==> config.mk <==
export PLATFORM = sky130hd
export DESIGN_NAME = pic_cascade
export DESIGN_NICKNAME = d
export VERILOG_FILES = /design/src/rtl/pic_pkg.sv /design/src/rtl/pic_prio.sv /design/src/rtl/pic_cfg.sv /design/src/rtl/pic_unit.sv /design/src/rtl/pic_cascade.sv
export SDC_FILE = /design/constraint.sdc
export NUM_CORES = 1
export LEC_CHECK = 0
export BUFFER_PORTS_ARGS = -buffer_cell sky130_fd_sc_hd__buf_2
export CORE_MARGIN = 2
export CORE_UTILIZATION = 54
export DETAILED_ROUTE_END_ITERATION = 10
export GPL_TIMING_DRIVEN = 0
export PLACE_DENSITY = 0.79
export SYNTH_ARGS = -nofsm -noshare
export SYNTH_HDL_FRONTEND = slang
export SYNTH_SLANG_ARGS = --single-unit
==> constraint.sdc <==
create_clock -name clk -period 3.5 [get_ports clk]
set_input_delay 0.7 -clock clk [delete_from_list [all_inputs] [get_ports clk]]
set_output_delay 0.7 -clock clk [all_outputs]
set_load 0.01 [all_outputs]
==> src/rtl/pic_pkg.sv <==
package pic_pkg;
  typedef enum logic [2:0] {
    CF_OFF,
    CF_BASE,
    CF_CASC,
    CF_MODE,
    CF_RUN
  } cfg_state_e;
endpackage

==> src/rtl/pic_prio.sv <==
module pic_prio #(
  parameter int N = 8,
  localparam int IW = $clog2(N)
) (
  input  logic [N-1:0]  req,
  input  logic [N-1:0]  mask,
  input  logic [N-1:0]  isr,
  input  logic [N-1:0]  casc,
  input  logic          en,
  input  logic          sfnm,
  output logic          any,
  output logic [IW-1:0] idx
);
  logic blk;

  always_comb begin
    any = 1'b0;
    idx = '0;
    blk = 1'b0;
    for (int i = 0; i < N; i++) begin
      if (!any && !blk && en && req[i] && !mask[i] && (!isr[i] || (sfnm && casc[i]))) begin
        any = 1'b1;
        idx = IW'(i);
      end
      if (isr[i]) blk = 1'b1;
    end
  end
endmodule

==> src/rtl/pic_cfg.sv <==
module pic_cfg import pic_pkg::*; #(
  parameter int N  = 8,
  parameter int VW = 8,
  localparam int IW = $clog2(N),
  localparam int BW = VW - IW
) (
  input  logic          clk,
  input  logic          rst,
  input  logic          wr,
  input  logic          a0,
  input  logic [7:0]    wdata,
  output logic [N-1:0]  mask,
  output logic [BW-1:0] base,
  output logic [N-1:0]  casc_map,
  output logic          aeoi,
  output logic          sfnm,
  output logic          ready,
  output logic          init_clr,
  output logic          eoi_hit,
  output logic          eoi_spec,
  output logic [IW-1:0] eoi_lvl
);
  cfg_state_e st;

  assign ready = (st == CF_RUN);

  always_ff @(posedge clk) begin
    if (rst) begin
      st       <= CF_OFF;
      mask     <= '0;
      base     <= '0;
      casc_map <= '0;
      aeoi     <= 1'b0;
      sfnm     <= 1'b0;
      init_clr <= 1'b0;
      eoi_hit  <= 1'b0;
      eoi_spec <= 1'b0;
      eoi_lvl  <= '0;
    end else begin
      init_clr <= 1'b0;
      eoi_hit  <= 1'b0;
      if (wr && !a0 && wdata[4]) begin
        st       <= CF_BASE;
        mask     <= '0;
        init_clr <= 1'b1;
      end else if (wr && !a0 && wdata[4:3] == 2'b00 && st == CF_RUN) begin
        if (wdata[7:5] == 3'b001) begin
          eoi_hit  <= 1'b1;
          eoi_spec <= 1'b0;
        end else if (wdata[7:5] == 3'b011) begin
          eoi_hit  <= 1'b1;
          eoi_spec <= 1'b1;
          eoi_lvl  <= wdata[IW-1:0];
        end
      end else if (wr && a0) begin
        case (st)
          CF_BASE: begin base <= wdata[7:IW]; st <= CF_CASC; end
          CF_CASC: begin casc_map <= wdata[N-1:0]; st <= CF_MODE; end
          CF_MODE: begin aeoi <= wdata[1]; sfnm <= wdata[4]; st <= CF_RUN; end
          CF_RUN:  mask <= wdata[N-1:0];
          default: ;
        endcase
      end
    end
  end


  icw_restart_chk: assert property (@(posedge clk) disable iff (rst)
    (wr && !a0 && wdata[4]) |=> (mask == '0) && !ready);
endmodule

==> src/rtl/pic_unit.sv <==
module pic_unit #(
  parameter int N  = 8,
  parameter int VW = 8,
  parameter bit IS_MASTER = 1'b1,
  localparam int IW = $clog2(N),
  localparam int BW = VW - IW
) (
  input  logic          clk,
  input  logic          rst,
  input  logic          wr,
  input  logic          a0,
  input  logic [7:0]    wdata,
  output logic [7:0]    rd_val,
  input  logic [N-1:0]  req,
  input  logic          take,
  input  logic          finish,
  input  logic [IW-1:0] cas_in,
  output logic          any,
  output logic          casc_hit,
  output logic [IW-1:0] code_out,
  output logic [BW-1:0] base,
  output logic [N-1:0]  isr
);
  logic [N-1:0]  mask, casc_map, casc_eff, isr_n;
  logic          aeoi, sfnm, ready, init_clr, eoi_hit, eoi_spec, found, lat_hit;
  logic [IW-1:0] eoi_lvl, idx, cur_code, lat_code;

  pic_cfg #(.N(N), .VW(VW)) u_cfg (
    .clk(clk), .rst(rst), .wr(wr), .a0(a0), .wdata(wdata),
    .mask(mask), .base(base), .casc_map(casc_map), .aeoi(aeoi), .sfnm(sfnm),
    .ready(ready), .init_clr(init_clr), .eoi_hit(eoi_hit), .eoi_spec(eoi_spec),
    .eoi_lvl(eoi_lvl)
  );

  assign casc_eff = IS_MASTER ? casc_map : '0;

  pic_prio #(.N(N)) u_prio (
    .req(req), .mask(mask), .isr(isr), .casc(casc_eff), .en(ready), .sfnm(sfnm),
    .any(any), .idx(idx)
  );

  assign cur_code = any ? idx : IW'(N - 1);
  assign code_out = take ? cur_code : lat_code;
  assign casc_hit = IS_MASTER ? (any && casc_map[idx]) : (casc_map[IW-1:0] == cas_in);
  assign rd_val   = a0 ? 8'(mask) : 8'(isr);

  always_comb begin
    isr_n = isr;
    found = 1'b0;
    if (eoi_hit) begin
      if (eoi_spec) isr_n[eoi_lvl] = 1'b0;
      else begin
        for (int i = 0; i < N; i++) begin
          if (!found && isr[i]) begin
            isr_n[i] = 1'b0;
            found    = 1'b1;
          end
        end
      end
    end
    if (take && any && !(finish && aeoi)) isr_n[idx] = 1'b1;
    if (finish && aeoi && !take && lat_hit) isr_n[lat_code] = 1'b0;
  end

  always_ff @(posedge clk) begin
    if (rst) begin
      isr      <= '0;
      lat_code <= '0;
      lat_hit  <= 1'b0;
    end else begin
      isr <= init_clr ? '0 : isr_n;
      if (take) begin
        lat_code <= cur_code;
        lat_hit  <= any;
      end
    end
  end


  isr_single_chk: assert property (@(posedge clk) disable iff (rst)
    $countones(isr & ~$past(isr)) <= 1);

  isr_mask_chk: assert property (@(posedge clk) disable iff (rst)
    ((isr & ~$past(isr)) & $past(mask)) == '0);

  aeoi_idle_chk: assert property (@(posedge clk) disable iff (rst)
    (aeoi && $past(finish)) |-> (isr == '0));
endmodule

==> src/rtl/pic_cascade.sv <==
module pic_cascade #(
  parameter int N       = 8,
  parameter int VW      = 8,
  parameter int CASC_IN = 2
) (
  input  logic            clk,
  input  logic            rst,
  input  logic            bus_sel,
  input  logic            bus_a0,
  input  logic            bus_wr,
  input  logic [7:0]      bus_wdata,
  output logic [7:0]      bus_rdata,
  input  logic [2*N-1:0]  irq_lines,
  output logic            cpu_int,
  input  logic            ack,
  output logic            vec_valid,
  output logic [VW-1:0]   vec
);
  localparam int IW = $clog2(N);
  localparam int BW = VW - IW;

  logic          phase, ack1, ack2, cas_valid, s_take, s_int;
  logic [IW-1:0] cas_code, m_code, s_code;
  logic [BW-1:0] m_base, s_base;
  logic [N-1:0]  m_req, m_isr, s_isr;
  logic [7:0]    m_rd, s_rd;
  logic          m_any, s_any, m_hit, s_hit;

  assign ack1   = ack && !phase;
  assign ack2   = ack && phase;
  assign s_take = ack2 && cas_valid && s_hit;

  always_comb begin
    m_req          = irq_lines[N-1:0];
    m_req[CASC_IN] = s_int;
  end

  pic_unit #(.N(N), .VW(VW), .IS_MASTER(1'b1)) u_master (
    .clk(clk), .rst(rst), .wr(bus_wr && !bus_sel), .a0(bus_a0), .wdata(bus_wdata),
    .rd_val(m_rd), .req(m_req), .take(ack1), .finish(ack2), .cas_in('0),
    .any(m_any), .casc_hit(m_hit), .code_out(m_code), .base(m_base), .isr(m_isr)
  );

  pic_unit #(.N(N), .VW(VW), .IS_MASTER(1'b0)) u_slave (
    .clk(clk), .rst(rst), .wr(bus_wr && bus_sel), .a0(bus_a0), .wdata(bus_wdata),
    .rd_val(s_rd), .req(irq_lines[2*N-1:N]), .take(s_take), .finish(s_take),
    .cas_in(cas_code), .any(s_any), .casc_hit(s_hit), .code_out(s_code),
    .base(s_base), .isr(s_isr)
  );

  always_ff @(posedge clk) begin
    if (rst) begin
      phase     <= 1'b0;
      cas_valid <= 1'b0;
      cas_code  <= '0;
      vec       <= '0;
      vec_valid <= 1'b0;
      cpu_int   <= 1'b0;
      s_int     <= 1'b0;
      bus_rdata <= '0;
    end else begin
      bus_rdata <= bus_sel ? s_rd : m_rd;
      s_int     <= s_any;
      cpu_int   <= m_any;
      vec_valid <= ack2;
      if (ack) phase <= !phase;
      if (ack1) begin
        cas_valid <= m_hit;
        cas_code  <= m_code;
      end else if (ack2) begin
        cas_valid <= 1'b0;
      end
      if (ack2) vec <= s_take ? {s_base, s_code} : {m_base, m_code};
    end
  end


  slave_gate_chk: assert property (@(posedge clk) disable iff (rst)
    s_take |-> m_isr[CASC_IN]);

  slave_isr_rise_chk: assert property (@(posedge clk) disable iff (rst)
    $rose(|s_isr) |-> $past(s_take));

  vec_pulse_chk: assert property (@(posedge clk) disable iff (rst)
    vec_valid |=> !vec_valid);
endmodule

==> metrics.cfg, run 1 <==
[placed_design]
port_buffers=43
placedInstanceArea_um2=5335
hpwl_um=10430
gp_congestion=0.9384

[logic_synthesis]
synthSimpleGateAreaFrac=0.2532
ys_seq_area_frac=0.4099
ys_seq_elements=102
avgSynthCellArea_um2=8.816
synth_compound_area_frac=0.1693
ys.flop_type=dfxtp_1
postSynthCellCount=565
synth_adder_area_share=0
syn_area_um2=4981
synth_enable_flop_cells=0
async_flop_share=0
synthMuxAreaShare=0.1213
post_synth_xor_area_fraction=0.008792
syn_nets=595
synth_top_family_by_area=simple AND/OR/NAND/NOR gates
synth_warnings=0
synth_cell_type_count=76

[critical_path]
endpoint_kind=register
critPathKind=reg2reg
required_ps=3810
cp_slowest_cell=o41ai_1
slowest_delay_ps=790
reg2reg_to=vec[0]
crit_path_end=vec[0]
worstPathArrival_ps=3210
cp-startpoint=u_slave.isr[0]
startpoint_type=register
reg2reg_depth=8
rrSetupSlack_ps=600
regToRegStartpoint=u_slave.isr[0]
crit_fanout=8
path_cells=or4_1, clkbuf_1, nor3b_1, o41ai_1, nand4_1, o21ai_1, o221ai_1, a21oi_1

[routing]
routedWlPerCell_um=19.07
route.detailed.drc=0
routed_via_density=6.284
drtIter0Drc=366
detail-route-antenna-nets=0
vias=4619
dr.pass1.iters=5
wl_um=14010

[global_route]
overflow=0
antenna_found_initial=0
grt_pass1_wl_um=22520
grt_pass1_vias=4369
grtUsageTotal=0.2889
grt_max_degree=19

[floorplan]
ios=48
start_util=0.5468
die_w_um=100.0
die_area_um2=10010
rows=35
die_h_um=100.0
coreArea_um2=9109

[sta]
timing.fmax_ghz=0.3444
slew_headroom=0.3070
timing.final.crit_share=0.8295
hold_viol_final=0
final.setup_skew_ps=16.84
fin_tns_setup_ps=0
rsz0062_at_grt=no
max_slew.worst_pin.slew_ps=1030
min_period_ps=2903
setup_violations=0
slew_violations=0

[cts]
ctsHoldBuffers=0
cts_setup_buffers=0
clockBufferDepth=2
cts_resized=0
cts_tree=done
clock-sinks=102
clock_latency_ps=380
clkTransAtPathRegs_ps=110
htree_levels=3
cts_made_buffers=9
clock-root-buffer=clkbuf_8

[power_and_ir_drop]
ir_worst_vdd_uv=244.1
p_per_area_nw_per_um2=387.2
power.total_mw=2.148
leakage_nw=2.063

[finish]
finish.net_count=649
final_cell_mix=102 x dfxtp_1, 88 x nor2_1, 58 x nand2_1, 43 x buf_2, 42 x mux2i_1
drive_above_1_share=0.1587
fill_cells=811
area.growth.synth_to_final_pct=11.38
multi_input_area_um2=2753
final_common_cell=dfxtp_1
final-seq-area_um2=2042
fin_area_um2=5548
antennaDiodeCount=0

[worst_hold_path]
min_from=vec[2]
hold_path.class=reg2reg

[run_status]
status=finished clean

[flow_run]
drv_cap=0

## where the power goes
| part | total, mW | internal, mW | switching (mW) |
|---|---|---|---|
| Sequential | 1.18 | 1.17 | 0.0114 |
| Combinational | 0.160 | 0.0543 | 0.106 |
| Clock | 0.803 | 0.362 | 0.441 |
## cell type report
class | count | share of cell area
Inverter | 11 | 0.007442
Sequential cell | 102 | 0.3681
Buffer | 32 | 0.02616
Clock inverter | 6 | 0.01353
Tap cell | 111 | 0.02503
Timing Repair Buffer | 43 | 0.03879
Multi-Input combinational cell | 420 | 0.4962
Clock buffer | 10 | 0.02481
## how the worst min path moves through the flow
stage / endpoint / cells past startpoint
6_report: vec[2] / 2
5_1_grt: vec[2] / 2
4_1_cts: vec[2] / 2
3_5_place_dp: vec[2] / 2
3_3_place_gp: u_master.lat_hit / 2
2_1_floorplan: u_master.lat_hit / 2
## stage by stage
stage | instances | setup slack (ps) | utilization | hold slack (ps)
after global placement | 719 | 680.2 | 0.5857 | 442.3
after CTS | 735 | 715.8 | 0.6091 | 461.1
after floorplan | 565 | 896.1 | - | 436.4
after global routing | 735 | 450.7 | 0.6091 | 492.2
final | 735 | 596.7 | 0.6091 | 459.9
after detailed placement | 719 | 609.2 | 0.5857 | 445.4
## critical path: cells and delay by family (launching register included)
family                 cells  cell delay [ps]
buffers and inverters      1              270
flip-flops                 1              470
AO/OA/AOI/OAI              4             1570
AND/OR/NAND/NOR            3              530
## state kept, by name, indices dropped and copies added, names as in the netlist, 8 cells and up
signal and count:
bus_rdata 8, u_master.isr 8, u_master.u_cfg.casc_map 8, u_master.u_cfg.mask 8
u_slave.isr 8, u_slave.u_cfg.mask 8, vec 8
## per-layer routing
layer / routed length [µm] / GRT usage / vias up
met5: 0 / 0 / -
li1: - / - / 2147
met1: 5924 / 0.3913 / 2167
met4: 312 / 0.1012 / 0
met3: 1381 / 0.06407 / 36
met2: 6395 / 0.4579 / 269
## cell usage after synthesis, drive strengths merged, types with 8 or more instances
library cell	count	area share
nor2b	13	0.016
a311oi	8	0.014
dfxtp	102	0.41
mux4	8	0.037
nor2	90	0.069
nand3	10	0.010
nand2	58	0.044
a211oi	13	0.022
nand2b	16	0.022
inv	11	0.0083
o21ai	11	0.011
a21oi	27	0.027
clkbuf	26	0.022
mux2i	42	0.084
nor3	18	0.019
## cells by family after synthesis
group                  Yosys count
AO/OA/AOI/OAI                  113
XOR/XNOR                         5
buffers and inverters           43
flip-flops                     102
multiplexers                    50
AND/OR/NAND/NOR                252
Note: power is estimated with default switching activity, not from simulation.
==> inputs of run 2 (changes only) <==
--- a/config.mk
+++ b/config.mk
@@ -7,10 +7,10 @@
 export LEC_CHECK = 0
 export BUFFER_PORTS_ARGS = -buffer_cell sky130_fd_sc_hd__buf_2
 export CORE_MARGIN = 2
-export CORE_UTILIZATION = 54
+export CORE_UTILIZATION = 53
 export DETAILED_ROUTE_END_ITERATION = 10
 export GPL_TIMING_DRIVEN = 0
-export PLACE_DENSITY = 0.79
+export PLACE_DENSITY = 0.8
 export SYNTH_ARGS = -nofsm -noshare
 export SYNTH_HDL_FRONTEND = slang
 export SYNTH_SLANG_ARGS = --single-unit
==> constraint.sdc (replaced) <==
create_clock -name clk -period 2.4 [get_ports clk]
set_input_delay 0.48 -clock clk [delete_from_list [all_inputs] [get_ports clk]]
set_output_delay 0.48 -clock clk [all_outputs]
set_load 0.01 [all_outputs]
==> metrics.cfg, run 2 (synthesized netlist as in run 1, its figures left out) <==
[power_and_ir_drop]
p_per_area_nw_per_um2=524.4
leakage_nw=2.250
p_int_mw=2.309
p_sw_frac=0.2668
seq_power_share=0.548
clkPwrFrac=0.369
ir_worst_vdd_uv=376.3
p_sw_mw=0.8402
power_frac_comb=0.083

[critical_path]
path_cells=or4_4, nand2b_4, nor4_4, and4_4, nor2_4, a2111oi_4, a211oi_2
worstPathArrival_ps=2730
endpoint_kind=register
cp_slowest_cell=or4_4
reg2reg_depth=7
slowest_delay_ps=530
required_ps=2670
critPathKind=reg2reg
crit_fanout=7
reg2reg_to=cas_valid
rrSetupSlack_ps=-60
crit_buf_inv=0
startpoint_type=register
critPathTopFamily=simple AND/OR/NAND/NOR gates
regToRegStartpoint=u_master.isr[1]

[routing]
wl_um=15230
routed_via_density=6.402
dr.pass1.iters=6
vias=4859
detail-route-antenna-nets=0
route.detailed.drc=0
routedWlPerCell_um=20.07
drtIter0Drc=550

[placed_design]
pre_cts_slack_ps=-442.0
gp_congestion=0.9189
dpl.cell_count=719
hpwl_um=10360
port_buffers=43
placedInstanceArea_um2=5339

[cts]
clock_latency_ps=380
clkTransAtPathRegs_ps=110
htree_levels=3
cts_made_buffers=9
clock-sinks=102
clockBufferDepth=2
clock-root-buffer=clkbuf_8
cts_tree=done

[floorplan]
ios=48
die_area_um2=10190
die_h_um=100.9
die_w_um=100.9
start_util=0.5416
coreArea_um2=9196
rows=35

[finish]
drive_above_1_share=0.2454
final_common_cell=dfxtp_1
finalNonFillerCells=759
final_cell_mix=97 x dfxtp_1, 87 x nor2_1, 58 x nand2_1, 43 x buf_2, 42 x mux2i_1
area.growth.synth_to_final_pct=20.55
fin_area_um2=6005
finish.net_count=673
antennaDiodeCount=0
final_util=0.6529

[sta]
max_slew.worst_pin.slew_ps=970.0
rsz0062_at_grt=yes
slew_violations=0
timing.fmax_ghz=0.4065
hold_viol_final=0
timing.final.crit_share=1.025
postLayoutSetupSlackWorst_ps=-60.01
final.setup_skew_ps=14.52
fin_tns_setup_ps=-110.8
min_period_ps=2460
slew_headroom=0.3510
setup_violations=2

[run_status]
violations=negative setup slack
status=finished with violations

[global_route]
grt_pass1_vias=4576
grt_max_degree=20
grt_pass1_wl_um=22960
antenna_found_initial=0
overflow=0
grtUsageTotal=0.2930

[worst_hold_path]
min_from=ack
hold_path.class=in2reg
min_path_cells=3
whs_endpoint=phase

[flow_run]
drv_cap=0

## run 2: cell types whose count changed in the layout (fill, tap and decap cells not counted), moves of 4 or more
cell	delta
a21oi_1	-4
dfxtp_1	-5
a21oi_2	+4
buf_4	+26
## run 2: worst reg2reg max path: cells and delay by family (launching register included)
kind	cells	cell delay, ps
DFF	1	390
AOI/OAI and AO/OA	2	440
and+or+nand+nor	5	1520
## run 2: worst max path at each step
stage                               from         to  slack (ps)  cells past startpoint
floorplan                u_master.isr[0]  cas_valid           9                      8
global placement    u_master.u_cfg.st[1]     vec[1]        -300                      8
detailed placement        u_slave.isr[0]     vec[0]        -440                      8
CTS                      u_master.isr[0]  cas_valid         -40                      7
global route             u_master.isr[2]  cas_valid        -150                      7
finish                   u_master.isr[1]  cas_valid         -60                      7
## run 2: per-layer routing
layer,vias up,track usage,part of all wire
met4,0,0.1289,0.043
li1,2201,-,-
met3,69,0.07628,0.093
met5,-,0,0
met1,2304,0.3620,0.39
met2,285,0.4826,0.47
## run 2: timing repair
item,4_1_cts,5_1_grt
resized for setup,29,30
gates cloned,0,0
pin swaps,13,21
hold buffers,0,0
buffers inserted,9,17
setup endpoints to repair,28,20
## run 2: metrics by stage
step	power [mW]	hold WS (ps)
final	3.149	433.9
after global routing	3.232	462.2
after floorplan	1.898	436.4
after detailed placement	1.992	453.5
after global placement	1.986	443.3
after CTS	3.131	427.6
## run 2: final cells by class
cell class / instances / area, µm²
repair buffers: 69 / 410.4
fillers: 748 / 3192
flip-flops and latches: 102 / 2056
clock buffers: 9 / 123.9
well taps: 111 / 138.9
clock inverters: 7 / 87.58
plain buffers: 30 / 137.6
multi-input cells: 420 / 3009
inverters: 11 / 41.29
## run 2: power groups by stage
stage,logic (mW),clock network [mW],registers [mW]
after global placement,0.220,0,1.77
after global routing,0.279,1.23,1.73
after detailed placement,0.225,0,1.77
after floorplan,0.132,0,1.77
final,0.262,1.16,1.73
after CTS,0.242,1.16,1.73
==> inputs of run 3 (changes only) <==
--- a/config.mk
+++ b/config.mk
@@ -7,10 +7,10 @@
 export LEC_CHECK = 0
 export BUFFER_PORTS_ARGS = -buffer_cell sky130_fd_sc_hd__buf_2
 export CORE_MARGIN = 2
-export CORE_UTILIZATION = 53
+export CORE_UTILIZATION = 54
 export DETAILED_ROUTE_END_ITERATION = 10
 export GPL_TIMING_DRIVEN = 0
-export PLACE_DENSITY = 0.8
+export PLACE_DENSITY = 0.79
 export SYNTH_ARGS = -nofsm -noshare
 export SYNTH_HDL_FRONTEND = slang
 export SYNTH_SLANG_ARGS = --single-unit
==> constraint.sdc (replaced) <==
create_clock -name clk -period 2.7 [get_ports clk]
set_input_delay 0.54 -clock clk [delete_from_list [all_inputs] [get_ports clk]]
set_output_delay 0.54 -clock clk [all_outputs]
set_load 0.01 [all_outputs]
==> metrics.cfg, run 3 (synthesized netlist as in run 1, its figures left out) <==
[run_status]
status=finished clean

[global_route]
grt_pass1_wl_um=22690
antenna_found_initial=0
grt_max_degree=19
grt_pass1_vias=4380
grtUsageTotal=0.2908
overflow=0

[sta]
slew_headroom=0.3173
timing.fmax_ghz=0.3753
timing.final.crit_share=0.9870
min_period_ps=2665
final.setup_skew_ps=16.65
postLayoutSetupSlackWorst_ps=35.19
hold_viol_final=0
slew_violations=0
setup_violations=0
max_slew.worst_pin.slew_ps=1015

[cts]
clkTransAtPathRegs_ps=110
cts_made_buffers=9
htree_levels=3
clock_latency_ps=380
clock-root-buffer=clkbuf_8
clock-sinks=102
clockBufferDepth=2
cts_tree=done

[finish]
final-seq-area_um2=2042
area.growth.synth_to_final_pct=12.94
finish.net_count=650
fill_cells=804
drive_above_1_share=0.1760
final_util=0.6176
final_common_cell=dfxtp_1
antennaDiodeCount=0
final_cell_mix=102 x dfxtp_1, 88 x nor2_1, 58 x nand2_1, 44 x buf_2, 42 x mux2i_1
fin_area_um2=5625
finalNonFillerCells=736
multi_input_area_um2=2821

[critical_path]
regToRegStartpoint=u_master.isr[0]
worstPathArrival_ps=2970
reg2reg_depth=8
crit_path_end=cas_valid
reg2reg_to=cas_valid
required_ps=3000
path_cells=buf_6, or4b_1, o32a_4, a31oi_4, a211oi_2, nand2b_4, or4_4, a211oi_2
critPathKind=reg2reg
endpoint_kind=register
cp-startpoint=u_master.isr[0]
cp_slowest_cell=or4b_1
startpoint_type=register
crit_fanout=10
cp_common_cell=a211oi_2
rrSetupSlack_ps=40
slowest_delay_ps=560

[placed_design]
pre_cts_slack_ps=-40.17
dpl.cell_count=719
hpwl_um=10430
port_buffers=43
placedInstanceArea_um2=5335
gp_congestion=0.9384

[floorplan]
die_h_um=100.0
start_util=0.5468
die_area_um2=10010
die_w_um=100.0
coreArea_um2=9109
ios=48
rows=35

[power_and_ir_drop]
p_per_area_nw_per_um2=495.7
ir_worst_vdd_uv=306.8
power.total_mw=2.789
leakage_nw=2.087

[routing]
routed_via_density=6.315
vias=4648
routedWlPerCell_um=19.27
dr.pass1.iters=5
detail-route-antenna-nets=0
drtIter0Drc=334
wl_um=14180
route.detailed.drc=0

[worst_hold_path]
hold_path.class=reg2reg

[flow_run]
drv_cap=0

run 3: cell types whose count changed in the layout (fill, tap and decap cells not counted), moves of 3 or more:
| cell | before | now |
|---|---|---|
| dfxtp_1 | 97 | 102 |
| a21oi_1 | 23 | 27 |
| dfxtp_4 | 3 | 0 |
| nor3_1 | 14 | 17 |
| nor3_2 | 4 | 1 |
| buf_4 | 28 | 3 |
| a21oi_2 | 4 | 0 |
run 3: metrics by stage:
stage / hold slack [ps] / TNS [ps]
5_1_grt: 492.2 / -56.40
3_3_place_gp: 442.3 / 0
3_5_place_dp: 445.4 / -63.53
4_1_cts: 461.1 / 0
2_1_floorplan: 436.4 / 0
6_report: 459.9 / 0
run 3: layout make-up:
class	count	share of cell area
Multi-Input combinational cell	420	0.5016
Sequential cell	102	0.3630
Timing Repair Buffer	44	0.03959
Buffer	32	0.02602
Tap cell	111	0.02469
Clock buffer	10	0.02447
Clock inverter	6	0.01335
Inverter	11	0.007340
run 3: worst min-delay path by stage:
| stage | start | end | slack, ps | cells after the start |
|---|---|---|---|---|
| after CTS | vec[2] | vec[2] | 460 | 2 |
| after global placement | u_master.lat_hit | u_master.lat_hit | 440 | 2 |
| after detailed placement | vec[2] | vec[2] | 450 | 2 |
| after floorplan | u_master.lat_hit | u_master.lat_hit | 440 | 2 |
| after global routing | vec[2] | vec[2] | 490 | 2 |
| final | vec[2] | vec[2] | 460 | 2 |
run 3: power by group:
group	internal, mW	switching [mW]	total (mW)
logic	0.0724	0.140	0.213
registers	1.52	0.0145	1.54
clock network	0.469	0.571	1.04
run 3: critical path, delay by kind of cell, from the launching register on:
| family | cells | cell delay, ps |
|---|---|---|
| DFF | 1 | 320 |
| buffers and inverters | 1 | 130 |
| AOI/OAI and AO/OA | 4 | 880 |
| and+or+nand+nor | 3 | 1250 |
run 3: what timing repair did:
item,4_1_cts,5_1_grt
setup buffers,0,1
setup endpoints to repair,6,12
pin swaps,0,1
hold buffers,0,0
resized for setup,3,13
run 3: routing by layer:
layer / global-route usage / wire length (µm) / vias to the layer above
met3: 0.07033 / 1366 / 56
li1: - / - / 2143
met1: 0.3886 / 5941 / 2178
met5: 0 / 0 / -
met2: 0.4600 / 6434 / 271
met4: 0.1075 / 441 / 0
